===== src/rtl/msg_scan_pkg.sv =====
package msg_scan_pkg;

  typedef enum logic [2:0] {
    S_IDLE, S_PREQ, S_PWAIT, S_PICK, S_CREQ, S_CWAIT, S_FIN
  } scan_state_e;

  typedef enum logic [1:0] {
    GRP_G0  = 2'd0,
    GRP_S1  = 2'd1,
    GRP_NS1 = 2'd2
  } grp_e;

  localparam logic [7:0] PRIO_FIELD = 8'hFC;
  localparam logic [7:0] PRIO_IDLE  = 8'hFF;

  function automatic logic [7:0] remap_prio(input logic [7:0] cfg, input logic sec_dis);
    logic [7:0] f;
    f = cfg & PRIO_FIELD;
    return sec_dis ? f : ((f >> 1) | 8'h80);
  endfunction

endpackage


===== src/rtl/msg_scan_bitpick.sv =====
module msg_scan_bitpick #(
  parameter int W = 8,
  localparam int IW = $clog2(W)
) (
  input  logic [W-1:0]  vec_i,
  output logic          any_o,
  output logic [IW-1:0] idx_o
);
  logic [IW-1:0] sel [W+1];
  logic          hit [W+1];

  assign sel[W] = '0;
  assign hit[W] = 1'b0;

  // lowest set bit wins: chain from MSB down
  for (genvar g = W - 1; g >= 0; g--) begin : g_chain
    assign hit[g] = vec_i[g] | hit[g+1];
    assign sel[g] = vec_i[g] ? IW'(g) : sel[g+1];
  end

  assign any_o = hit[0];
  assign idx_o = sel[0];
endmodule


===== src/rtl/msg_scan_prio.sv =====
module msg_scan_prio
  import msg_scan_pkg::*;
#(
  parameter int ID_W = 14
) (
  input  logic [7:0]      cfg_i,
  input  logic            sec_dis_i,
  input  logic [ID_W-1:0] cand_id_i,
  input  logic [7:0]      best_prio_i,
  input  logic [ID_W-1:0] best_id_i,
  output logic            take_o,
  output logic [7:0]      prio_o
);
  logic better, tie_win;

  assign prio_o  = remap_prio(cfg_i, sec_dis_i);
  assign better  = prio_o < best_prio_i;
  assign tie_win = (prio_o == best_prio_i) && (cand_id_i <= best_id_i);
  assign take_o  = cfg_i[0] && (better || tie_win);
endmodule


===== src/rtl/msg_scan_span.sv =====
module msg_scan_span #(
  parameter int IMPL_ID_BITS = 13,
  parameter int IDF_W        = 5,
  localparam int IDX_W       = IMPL_ID_BITS - 1
) (
  input  logic [IDF_W-1:0] id_bits_i,
  output logic [IDX_W-1:0] end_idx_o
);
  localparam int SPAN_W = IMPL_ID_BITS + 2;
  logic [IDF_W-1:0]  eff;
  logic [SPAN_W-1:0] span_bits;

  assign eff       = (id_bits_i > IDF_W'(IMPL_ID_BITS)) ? IDF_W'(IMPL_ID_BITS) : id_bits_i;
  assign span_bits = SPAN_W'(1) << (eff + IDF_W'(1));
  assign end_idx_o = span_bits[SPAN_W-1:3];
endmodule


===== src/rtl/msg_pend_scanner.sv =====
module msg_pend_scanner
  import msg_scan_pkg::*;
#(
  parameter int ADDR_W       = 32,
  parameter int IMPL_ID_BITS = 13,
  parameter int IDF_W        = 5,
  parameter int FIRST_ID     = 8192,
  localparam int ID_W        = IMPL_ID_BITS + 1,
  localparam int IDX_W       = IMPL_ID_BITS - 1
) (
  input  logic              clk_i,
  input  logic              rst_ni,
  input  logic              start_i,
  input  logic              scan_en_i,
  input  logic              sec_dis_i,
  input  logic [ADDR_W-1:0] cfg_base_i,
  input  logic [ADDR_W-1:0] pend_base_i,
  input  logic [IDF_W-1:0]  id_bits_i,
  output logic              req_valid_o,
  input  logic              req_ready_i,
  output logic [ADDR_W-1:0] req_addr_o,
  input  logic              rsp_valid_i,
  input  logic [7:0]        rsp_data_i,
  output logic              done_o,
  output logic [ID_W-1:0]   best_id_o,
  output logic [7:0]        best_prio_o,
  output logic [1:0]        best_grp_o
);
  localparam logic [IDX_W-1:0] START_IDX = IDX_W'(FIRST_ID / 8);

  scan_state_e       state;
  logic [IDX_W-1:0]  byte_idx, end_idx, span_end, nxt_idx;
  logic [7:0]        mask;
  logic [2:0]        bit_sel, pick_idx;
  logic              pick_any;
  logic [ADDR_W-1:0] cfg_base_q, pend_base_q;
  logic              ds_q, take;
  logic [7:0]        cand_prio;
  logic [ID_W-1:0]   cand_id;
  logic              gate_ok, busy;

  assign gate_ok = scan_en_i && (cfg_base_i != '0) && (pend_base_i != '0);
  assign busy    = state != S_IDLE;
  assign cand_id = {byte_idx[IDX_W-2:0], bit_sel};
  assign nxt_idx = byte_idx + IDX_W'(1);

  msg_scan_span #(.IMPL_ID_BITS(IMPL_ID_BITS), .IDF_W(IDF_W)) u_span (
    .id_bits_i (id_bits_i),
    .end_idx_o (span_end)
  );

  msg_scan_bitpick #(.W(8)) u_pick (
    .vec_i (mask),
    .any_o (pick_any),
    .idx_o (pick_idx)
  );

  msg_scan_prio #(.ID_W(ID_W)) u_prio (
    .cfg_i       (rsp_data_i),
    .sec_dis_i   (ds_q),
    .cand_id_i   (cand_id),
    .best_prio_i (best_prio_o),
    .best_id_i   (best_id_o),
    .take_o      (take),
    .prio_o      (cand_prio)
  );

  assign req_valid_o = (state == S_PREQ) || (state == S_CREQ);
  assign req_addr_o  = (state == S_CREQ)
                     ? cfg_base_q + ADDR_W'(cand_id - ID_W'(FIRST_ID))
                     : pend_base_q + ADDR_W'(byte_idx);
  assign done_o      = state == S_FIN;

  always_ff @(posedge clk_i or negedge rst_ni) begin
    if (!rst_ni) begin
      state       <= S_IDLE;
      byte_idx    <= '0;
      end_idx     <= '0;
      mask        <= '0;
      bit_sel     <= '0;
      cfg_base_q  <= '0;
      pend_base_q <= '0;
      ds_q        <= 1'b0;
      best_id_o   <= '0;
      best_prio_o <= PRIO_IDLE;
      best_grp_o  <= GRP_G0;
    end else begin
      unique case (state)
        S_IDLE: if (start_i && gate_ok) begin
          cfg_base_q  <= cfg_base_i;
          pend_base_q <= pend_base_i;
          ds_q        <= sec_dis_i;
          best_prio_o <= PRIO_IDLE;
          byte_idx    <= START_IDX;
          end_idx     <= span_end;
          state       <= (span_end <= START_IDX) ? S_FIN : S_PREQ;
        end
        S_PREQ:  if (req_ready_i) state <= S_PWAIT;
        S_PWAIT: if (rsp_valid_i) begin
          mask  <= rsp_data_i;
          state <= S_PICK;
        end
        S_PICK: if (pick_any) begin
          bit_sel <= pick_idx;
          mask    <= mask & ~(8'b1 << pick_idx);
          state   <= S_CREQ;
        end else begin
          byte_idx <= nxt_idx;
          state    <= (nxt_idx == end_idx) ? S_FIN : S_PREQ;
        end
        S_CREQ:  if (req_ready_i) state <= S_CWAIT;
        S_CWAIT: if (rsp_valid_i) begin
          if (take) begin
            best_prio_o <= cand_prio;
            best_id_o   <= cand_id;
            best_grp_o  <= GRP_NS1;
          end
          state <= S_PICK;
        end
        S_FIN:   state <= S_IDLE;
        default: state <= S_IDLE;
      endcase
    end
  end

  // a refused start leaves the block idle
  a_r1_gate_idle: assert property (@(posedge clk_i) disable iff (!rst_ni)
    (!busy && start_i && !scan_en_i) |=> !busy);

  // the best priority reads idle when a walk begins
  a_r2_start_idle: assert property (@(posedge clk_i) disable iff (!rst_ni)
    $rose(busy) |-> best_prio_o == PRIO_IDLE);

  // the best priority never gets worse during a walk
  a_r7_best_monotone: assert property (@(posedge clk_i) disable iff (!rst_ni)
    (busy && $past(busy)) |-> best_prio_o <= $past(best_prio_o));

  a_r8_winner_grp: assert property (@(posedge clk_i) disable iff (!rst_ni)
    (done_o && best_prio_o != PRIO_IDLE) |-> best_grp_o == GRP_NS1);

  a_r9_req_hold: assert property (@(posedge clk_i) disable iff (!rst_ni)
    (req_valid_o && !req_ready_i) |=> (req_valid_o && $stable(req_addr_o)));

  a_r10_done_pulse: assert property (@(posedge clk_i) disable iff (!rst_ni)
    done_o |=> !done_o);

  // pending reads stay inside the scanned byte window
  a_r4_pend_window: assert property (@(posedge clk_i) disable iff (!rst_ni)
    (state == S_PREQ) |-> (byte_idx >= START_IDX && byte_idx < end_idx));
endmodule


===== config.mk =====
export PLATFORM = sky130hd
export DESIGN_NAME = msg_pend_scanner
export DESIGN_NICKNAME = d
export VERILOG_FILES = /design/src/rtl/msg_scan_pkg.sv /design/src/rtl/msg_scan_bitpick.sv /design/src/rtl/msg_scan_prio.sv /design/src/rtl/msg_scan_span.sv /design/src/rtl/msg_pend_scanner.sv
export SDC_FILE = /design/constraint.sdc
export NUM_CORES = 1
export LEC_CHECK = 0
export CORE_MARGIN = 3
export CORE_UTILIZATION = 50
export DETAILED_ROUTE_END_ITERATION = 16
export GPL_TIMING_DRIVEN = 0
export PLACE_DENSITY = 0.87
export SLEW_MARGIN = 10
export SYNTH_ARGS = -nofsm -noshare
export SYNTH_HDL_FRONTEND = slang
export SYNTH_SLANG_ARGS = --single-unit

===== constraint.sdc =====
create_clock -name clk_i -period 3.7 [get_ports clk_i]
set_clock_uncertainty 0.05 [all_clocks]
set_input_delay 0.74 -clock clk_i [delete_from_list [all_inputs] [get_ports clk_i]]
set_output_delay 0.74 -clock clk_i [all_outputs]
set_load 0.02 [all_outputs]

-- Yosys cells after proc, flatten, opt, wreduce, memory -nomap -nowiden
Cells that the tools add are included.
- bits in writable memories: 0
- bits in read-only memories: 0
- latch bits: 0
- register bits after elaboration: 126
- output and inout port bits: 58
- memories kept: 0
- add/sub/neg operators: 5
- div/mod/pow operators: 0
- multiplexer cells: 29
- reduce and logical (&&, ||, !) cells: 21
- equal/unequal tests: 17
- shift-type cells: 2
- bitwise gates (word level): 9
- magnitude comparators: 4
- $mul: 0
- operators with widths (cell ; count):
    $reduce_bool 32->1 ; 2
    $mux 8 ; 6
    $mux 3 ; 15
    $add 32x12->32 ; 1
    $add 32x32->32 ; 1
    $mux 32 ; 1
    $pmux 8 s2 ; 2
    $mux 12 ; 2
    $pmux 12 s2 ; 1
    $ne 2x2->1 const B ; 8
    $pmux 3 s5 ; 1
    $shl 1x5->15 const A ; 1
    $sub 14x14->15 const B ; 1
    $le 14x14->1 ; 1
    $add 12x1->12 const B ; 1
    $eq 12x12->1 ; 1
    $le 12x11->1 const B ; 1
    $eq 3x3->1 const B ; 3
    $reduce_and 3->1 ; 3
    $and 8x8->8 ; 1
    $eq 8x8->1 ; 1
    $lt 8x8->1 ; 1
    $not 8->8 ; 1
    $reduce_and 4->1 ; 2
    14 further kinds ; 29

-- Depth between registers and ports, before layout
Gate-level depths: netlist of the first run.
- word-level depth: 13
- depth in mapped cells: 12
- depth with buffers taken out: 11

-- Cells and area by module
A second synthesis of the first run with hierarchy kept.
- cells, all modules: 969
- area total of the unflattened synthesis: 9148.8 µm²
- by module, submodules not included (module ; seq. area each (µm²) ; area each (µm²) ; instances ; cells an instance):
    msg_pend_scanner ; 3163.0 ; 8338.0 ; 1 ; 851
    msg_scan_prio ; 0.0 ; 608.1 ; 1 ; 84
    msg_scan_span ; 0.0 ; 122.6 ; 1 ; 21
    msg_scan_bitpick ; 0.0 ; 80.1 ; 1 ; 13

-- Least setup slack after synthesis of the first run
No wires, ideal clock.
- kind: register to output
- start: register byte_idx[10]
- end: output req_addr_o[30]
- cell stages (with the launch flop): 12
- required time: 2910 ps
- path slack: -318 ps
- arrival time: 3228 ps
- cells stage by stage: dfrtp_1 > inv_1 > ha_1 > clkbuf_1 > and4_1 > and3_1 > a221oi_1 > o21ai_1 > o22ai_1 > o21ba_2 > o22ai_1 > a211oi_1
- longest elaborated chain between the ends: 3
- elaborated cells on any way between the ends: 4
- classes of those cells: add/sub: 3; mux: 1
- RTL lines (what ; line ; text):
    start: declaration ; msg_pend_scanner.sv:32 ; logic [IDX_W-1:0] byte_idx, end_idx, span_end, nxt_idx;
    start signal: assignment ; msg_pend_scanner.sv:108 ; byte_idx <= nxt_idx;
    $sub 14x14->15 ; msg_pend_scanner.sv:70 ; ? cfg_base_q + ADDR_W'(cand_id - ID_W'(FIRST_ID))
    $add 32x32->32 ; msg_pend_scanner.sv:70 ;
    $mux 32 (*) ; msg_pend_scanner.sv:70 ;
    end: declaration ; msg_pend_scanner.sv:21 ; output logic [ADDR_W-1:0] req_addr_o,
Mark *: on every way between the ends. The rest lies on a longest branch, timed or not.

-- Final worst setup path of the first run
- start: register byte_idx[6]
- end: output req_addr_o[26]
Same word-level chain as after synthesis.

==> results of run 1 <==
## flip-flops by register name (all words and copies together), names as in the netlist
name	flops
best_grp_o	1
best_id_o	14
best_prio_o	8
bit_sel	3
byte_idx	12
cfg_base_q	32
ds_q	1
end_idx	12
mask	8
pend_base_q	32
state	3
## stage by stage
stage | hold WS [ns] | setup WS, ns | power (mW) | cells | cell area (um^2)
5_1_grt | 0.2201 | -0.4565 | 10.08 | 1567 | 12710
3_5_place_dp | 0.4217 | -1.018 | 6.945 | 1480 | 10880
3_3_place_gp | 0.4167 | -3.503 | 6.792 | 1479 | 10850
4_1_cts | 0.2084 | -0.2150 | 8.979 | 1554 | 12240
6_report | 0.1815 | -0.4126 | 9.695 | 1567 | 12710
2_1_floorplan | 0.3944 | 0.006622 | 5.177 | 1115 | 9181
## cells in the mapped netlist (all sizes together) (5+ instances only)
| library cell | number |
|---|---|
| mux2i | 19 |
| xor2 | 31 |
| or3 | 5 |
| a22o | 7 |
| ha | 65 |
| o21ai | 63 |
| dfstp | 8 |
| or4 | 5 |
| nand2b | 17 |
| o22ai | 6 |
| dfrtp | 118 |
| nand2 | 292 |
| nor2b | 9 |
| nor2 | 64 |
| o21bai | 13 |
| o211ai | 7 |
| or2 | 6 |
| buf | 11 |
| a211oi | 10 |
| mux2 | 16 |
| nor4 | 22 |
| nor3 | 14 |
| a31oi | 5 |
| clkbuf | 35 |
| a21oi | 51 |
| xnor2 | 36 |
| a21o | 20 |
| inv | 43 |
| o21a | 7 |
| o31ai | 12 |
| nand3 | 22 |
| nand4 | 13 |
| and3 | 15 |
## cell families (layout without fill, tap and decap cells)
family / after synthesis / after routing / share of synthesized area
AO/OA/AOI/OAI: 233 / 233 / 0.1665
other: 1 / 1 / 0.0004124
buffers and inverters: 90 / 317 / 0.04017
AND/OR/NAND/NOR: 496 / 496 / 0.2460
multiplexers: 35 / 35 / 0.04073
XOR/XNOR: 67 / 67 / 0.06453
adder cells (fa/ha/maj): 67 / 67 / 0.09384
flip-flops: 126 / 126 / 0.3478
## cell type report
cell class / count / area (um^2)
multi-input combinational: 899 / 6375
timing repair buffer: 201 / 1869
clock buffer: 19 / 452.9
buffer: 39 / 188.9
inverter: 44 / 168.9
tap: 225 / 281.5
sequential: 126 / 3178
timing repair inverter: 1 / 7.507
fill: 1116 / 4827
clock inverter: 13 / 187.7
## repair_timing
action,CTS,global route
cloned,1,0
pin swaps,39,31
gates resized for setup,201,97
setup endpoints to repair,32,70
setup buffers,44,19
## power breakdown
group          switching, mW  total, mW  internal (mW)
clock network          0.704       1.87           1.16
logic                   3.12       5.30           2.19
registers              0.599       2.52           1.92
## worst min path at each step
stage	startpoint	endpoint	slack, ns
6_report	rst_ni	state[1]	0.18
2_1_floorplan	rst_ni	best_grp_o[1]	0.39
3_5_place_dp	cfg_base_q[24]	cfg_base_q[24]	0.42
3_3_place_gp	cfg_base_q[29]	cfg_base_q[29]	0.42
4_1_cts	rst_ni	state[1]	0.21
5_1_grt	rst_ni	mask[0]	0.22
## layer usage
| metal | track usage | wire length, um | vias to the layer above |
|---|---|---|---|
| met2 | 0.5060 | 16020 | 831 |
| met4 | 0.1244 | 2408 | 0 |
| met1 | 0.4143 | 13020 | 4806 |
| met5 | 0 | 0 | - |
| li1 | - | - | 4317 |
| met3 | 0.05461 | 4043 | 251 |
==> flow_summary_export.csv, run 1 <==
group,metric,value,unit
critical_path,worst_setup_path_end_kind,"primary output",
run_status,violations,"setup timing",
sta,slew_viol_final,0,
cts,root_buffer,"clkbuf_16",
finish,nets,1480,
grt,grt_pass1_vias,9192,
finish,syn2layout_area_growth,39.76,%
critical_path,cp.buffers_inverters,2,
cts,ctsHoldBuffers,0,
power_and_ir_drop,power.density,762.8,nW/um^2
detailed_routing,drt_wl_total,35490,um
detailed_routing,vias,10210,
grt,overflow,0,
critical_path,cp-endpoint,"req_addr_o[26]",
sta,max_slew.worst_pin.slew,0.9635,ns
critical_path,startpoint,"byte_idx[6]",
power_and_ir_drop,leakage,5.761,nW
sta,fin_crit_sh,1.112,
sta,hold_violations,0,
synthesis,synth_top_flop_cell,"dfrtp_1",
synthesis,syn-cell-area,9094,um^2
run,drv_cap,0,
cts,tritoncts,"built",
sta,setup_viol,23,
sta,slew_headroom,0.3518,
hold_path,hp-class,"in -> async",
grt,antenna_found_initial,0,
sta,setup_tns,-4.706,ns
synthesis,ys_ff_latch,126,
synthesis,yosys-top-cells-area,"dfrtp_1 32%, nand2_1 12%, ha_1 8.9%",
synthesis,ys_async_sr_fraction,1.000,
sta,min_period,4.113,ns
sta,rsz0062_at_grt,"yes",
floorplanning,core_area,17540,um^2
cts,path_clk_slew,0.06,ns
detailed_routing,drt-initial-drc-count,1565,
placement,place.detailed.hpwl,20700,um
synthesis,ys_warn_count,0,
sta,fmax,243.2,MHz
critical_path,reg2reg_slack,0.42,ns
finish,layout_commonest_cell,"nand2_1",
placement,globalplace.congestion,0.9619,
floorplanning,die_w,140.9,um
finish,diodes,0,
floorplanning,die_area,19840,um^2
detailed_routing,vias_per_cell,6.512,
critical_path,cp_slowest_cell,"dfrtp_2",
grt,grt_max_degree,78,
placement,io_buffers,139,
synthesis,syn-instance-count,1115,
critical_path,r2r_start,"ds_q",
critical_path,arrival,3.32,ns
critical_path,cp.required,2.91,ns
floorplanning,std_cell_rows,48,
sta,fin_ws,-0.4126,ns
run_status,status,"finished, violations left",
synthesis,avgSynthCellArea,8.156,um^2
finish,final_cell_mix,"292 x nand2_1, 110 x clkdlybuf4s50_1, 106 x dfrtp_1",
detailed_routing,antenna_left,0,
power_and_ir_drop,vdd_ir_drop_max,0.0004750,V
critical_path,cp_max_fo,6,
critical_path,reg2reg_depth,11,
synthesis,yosysSeqAreaShare,0.3478,
cts,htreeDepth,4,
floorplanning,die_y,140.9,um
floorplanning,start_util,0.5186,
critical_path,crit_cells,11,
critical_path,worstSetupPathType,"reg -> out",
detailed_routing,remaining_drc_errors,0,
synthesis,synth_edf_count,0,
cts,clk_path_buf_depth,2,
critical_path,rr_endpoint,"best_id_o[11]",
critical_path,worstPathCellList,"ha_1 > a21oi_1 > o211ai_1 > a221oi_4 > o21ai_2 > o22ai_4 > buf_4 > o221ai_1 > xnor2_1 > o21ai_1 > buf_2",
synthesis,yosys.area.top_type,"dfrtp_1",
grt,grt_pass1_wl,49320,um
grt,gr-usage-all-layers,0.3113,
critical_path,critPathMaxStageDelay,0.46,ns
cts,clock_sinks,126,
detailed_routing,first_pass_iters,12,
cts,cts-buffers-inserted,17,
finish,drive_gt1_frac,0.2183,
critical_path,crit_family,"compound AO/OA/AOI/OAI gates",
synthesis,synth_top_area_frac,0.3247,
floorplanning,io_pins,142,
critical_path,critPathLaunchType,"register",
synthesis,syn-num-nets,1266,
detailed_routing,wl_per_cell,22.65,um
synthesis,yosysUniqueCellTypes,73,
finish,post-route-util,0.7247,
cts,worstSkewPairLatency,0.45,ns
(Power assumes the default switching activity.)
==> run 2, diff against run 1 <==
--- a/config.mk
+++ b/config.mk
@@ -5,11 +5,12 @@
 export SDC_FILE = /design/constraint.sdc
 export NUM_CORES = 1
 export LEC_CHECK = 0
+export CORE_ASPECT_RATIO = 1.75
 export CORE_MARGIN = 3
-export CORE_UTILIZATION = 50
+export CORE_UTILIZATION = 51
+export CTS_BUF_LIST = sky130_fd_sc_hd__clkbuf_8
 export DETAILED_ROUTE_END_ITERATION = 16
-export GPL_TIMING_DRIVEN = 0
-export PLACE_DENSITY = 0.87
+export PLACE_DENSITY = 0.88
 export SLEW_MARGIN = 10
 export SYNTH_ARGS = -nofsm -noshare
 export SYNTH_HDL_FRONTEND = slang
==> run 2 against run 1 <==
  * The flow still finishes with violations (setup timing)
  * Non-clock buffer count rose by 47
  * Count of clock-buffer cells in the layout up 2
  * Flip-flop and latch count stayed put
  * Highest routed layer is now met5
  * Die area down 1.6%
  * Design area is 2.1% higher
==> flow_summary_export.csv, run 2 (synthesized netlist as in run 1, its figures left out) <==
group,metric,value,unit
run_status,status,"finished, violations left",
run_status,violations,"setup timing",
detailed_routing,remaining_drc_errors,0,
grt,grt_pass1_vias,9726,
critical_path,worstSetupPathType,"reg -> out",
detailed_routing,antenna_left,0,
sta,min_period,4.002,ns
finish,diodes,0,
sta,rsz0062_at_grt,"yes",
floorplanning,die_area,19530,um^2
sta,fin_ws,-0.3025,ns
placement,place.detailed.hpwl,23320,um
sta,fmax,249.8,MHz
grt,gr-usage-all-layers,0.3163,
grt,overflow,0,
floorplanning,start_util,0.5209,
grt,antenna_found_initial,1,
grt,grt_max_degree,94,
sta,setup_viol,16,
placement,pre_cts_ws,-0.2895,ns
sta,hold_ws,0.1635,ns
cts,root_buffer,"clkbuf_8",
cts,clock_sinks,126,
critical_path,critPathMaxStageDelay,0.39,ns
finish,final_cell_mix,"292 x nand2_1, 143 x buf_4, 112 x dfrtp_1",
power_and_ir_drop,vdd_ir_drop_max,0.0004752,V
sta,slew_headroom,0.4538,
placement,io_buffers,140,
detailed_routing,wl_per_cell,20.34,um
floorplanning,std_cell_rows,64,
sta,fin_crit_sh,1.082,
floorplanning,die_w,106.9,um
finish,syn2layout_area_growth,42.69,%
placement,placed_area,11620,um^2
critical_path,crit_family,"compound AO/OA/AOI/OAI gates",
cts,clk_path_buf_depth,2,
finish,drive_gt1_frac,0.2558,
finish,multi_input_area,6365,um^2
cts,path_clk_slew,0.07,ns
placement,place_inst,1558,
floorplanning,die_y,182.6,um
power_and_ir_drop,power.density,710.8,nW/um^2
placement,globalplace.congestion,0.9823,
sta,hold_violations,0,
finish,fin_area,12980,um^2
critical_path,arrival,3.21,ns
finish,top_regs,"cfg_base_q (32), pend_base_q (32), best_id_o (14)",
power_and_ir_drop,leakage,6.073,nW
cts,cts-buffers-inserted,17,
run,drv_cap,0,
hold_path,hp-class,"in -> async",
critical_path,cp_slowest_cell,"dfrtp_2",
critical_path,worst_setup_path_end_kind,"primary output",
critical_path,critPathLaunchType,"register",
finish,fillers,1182,
floorplanning,io_pins,142,
critical_path,worstPathCellList,"clkinvlp_4 > buf_12 > ha_4 > a21oi_4 > o211ai_1 > a21oi_1 > o211ai_1 > buf_4 > a2111oi_4 > o21bai_1 > xnor2_1 > mux2i_1 > buf_4",
cts,worstSkewPairLatency,0.49,ns
finish,nets,1526,
finish,seq_area,3171,um^2
sta,max_slew.worst_pin.slew,0.8175,ns
detailed_routing,drt_wl_total,32940,um
detailed_routing,vias_per_cell,6.109,
grt,grt_pass1_wl,47960,um
critical_path,cp.buffers_inverters,4,
detailed_routing,first_pass_iters,7,
critical_path,cp_max_fo,6,
detailed_routing,vias,9891,
sta,slew_viol_final,0,
cts,ctsHoldBuffers,0,
finish,stdcell_count,1619,
cts,htreeDepth,4,
cts,tritoncts,"built",
detailed_routing,drt-initial-drc-count,774,
critical_path,cp.required,2.91,ns
finish,layout_commonest_cell,"nand2_1",
floorplanning,core_area,17460,um^2
run 2: cell count changes in the layout (fill, tap and decap cells not counted), sizes merged:
cell           delta
clkbuf           -27
bufinv            -2
clkdlybuf4s15     +1
dlymetal6s2s      -1
buf              +74
dlygate4sd2       +1
clkdlybuf4s50     +1
clkinvlp          -1
run 2: worst paths after layout:
check	from	cells past startpoint	to	slack, ns
setup / recovery	byte_idx[10]	13	req_addr_o[31]	-0.30
hold / removal	rst_ni	1	pend_base_q[23]	0.16
setup reg to reg	bit_sel[2]	11	best_id_o[0]	0.60
hold reg to reg	cfg_base_q[23]	2	cfg_base_q[23]	0.43
max in group asynchronous	rst_ni	2	byte_idx[10]	2.54
min in group clk_i	cfg_base_q[23]	2	cfg_base_q[23]	0.43
run 2: worst register-to-register path, stage by stage (launching register included):
cell and delay [ns]:
dfrtp_1 0.41, buf_4 0.16, ha_1 0.29, a21o_1 0.18
a21o_1 0.18, a21o_1 0.17, a221o_1 0.30, a21oi_1 0.17
nor4_1 0.11, nor4_4 0.27, buf_4 0.31, mux2_2 0.37
run 2: layout make-up:
| class | instances | area share |
|---|---|---|
| multi-input combinational | 899 | 0.4905 |
| inverter | 44 | 0.01302 |
| clock inverter | 11 | 0.008871 |
| tap | 231 | 0.02227 |
| sequential | 126 | 0.2443 |
| clock buffer | 21 | 0.02227 |
| timing repair buffer | 287 | 0.1987 |
run 2: stage by stage:
step / total power [mW] / setup TNS, ns / util
global route: 9.702 / -4.702 / 0.7433
CTS: 8.753 / -1.006 / 0.7137
global placement: 7.229 / -1.872 / 0.6655
finish: 9.224 / -2.637 / 0.7433
floorplan: 5.177 / 0 / -
detailed placement: 7.370 / -2.405 / 0.6655
run 2: power breakdown:
| group | switching [mW] | internal (mW) |
|---|---|---|
| Clock | 0.587 | 0.662 |
| Sequential | 0.573 | 1.92 |
| Combinational | 3.04 | 2.44 |
run 2: what timing repair did:
| action | 4_1_cts | 5_1_grt |
|---|---|---|
| pin swaps | 27 | 54 |
| gates cloned | 0 | 1 |
| buffers inserted | 13 | 17 |
| endpoints found under the setup margin | 28 | 26 |
| resized for setup | 189 | 89 |
run 2: routing by layer:
metal | up-vias | wire (um) | share of wire | track usage
li1 | 4406 | - | - | -
met1 | 4725 | 10410 | 0.32 | 0.2895
met2 | 529 | 17410 | 0.53 | 0.5846
met3 | 229 | 2048 | 0.062 | 0.06159
met4 | 2 | 3054 | 0.093 | 0.2622
met5 | - | 13 | 0.00039 | 0
==> run 3, diff against run 2 <==
--- a/config.mk
+++ b/config.mk
@@ -5,10 +5,12 @@
 export SDC_FILE = /design/constraint.sdc
 export NUM_CORES = 1
 export LEC_CHECK = 0
+export CAP_MARGIN = 20
 export CORE_ASPECT_RATIO = 1.75
 export CORE_MARGIN = 3
 export CORE_UTILIZATION = 51
 export CTS_BUF_LIST = sky130_fd_sc_hd__clkbuf_8
+export CTS_CLUSTER_SIZE = 24
 export DETAILED_ROUTE_END_ITERATION = 16
 export PLACE_DENSITY = 0.88
 export SLEW_MARGIN = 10
==> results of run 3 <==
The final DEF is identical to that of run 2; final timing and power are the same.
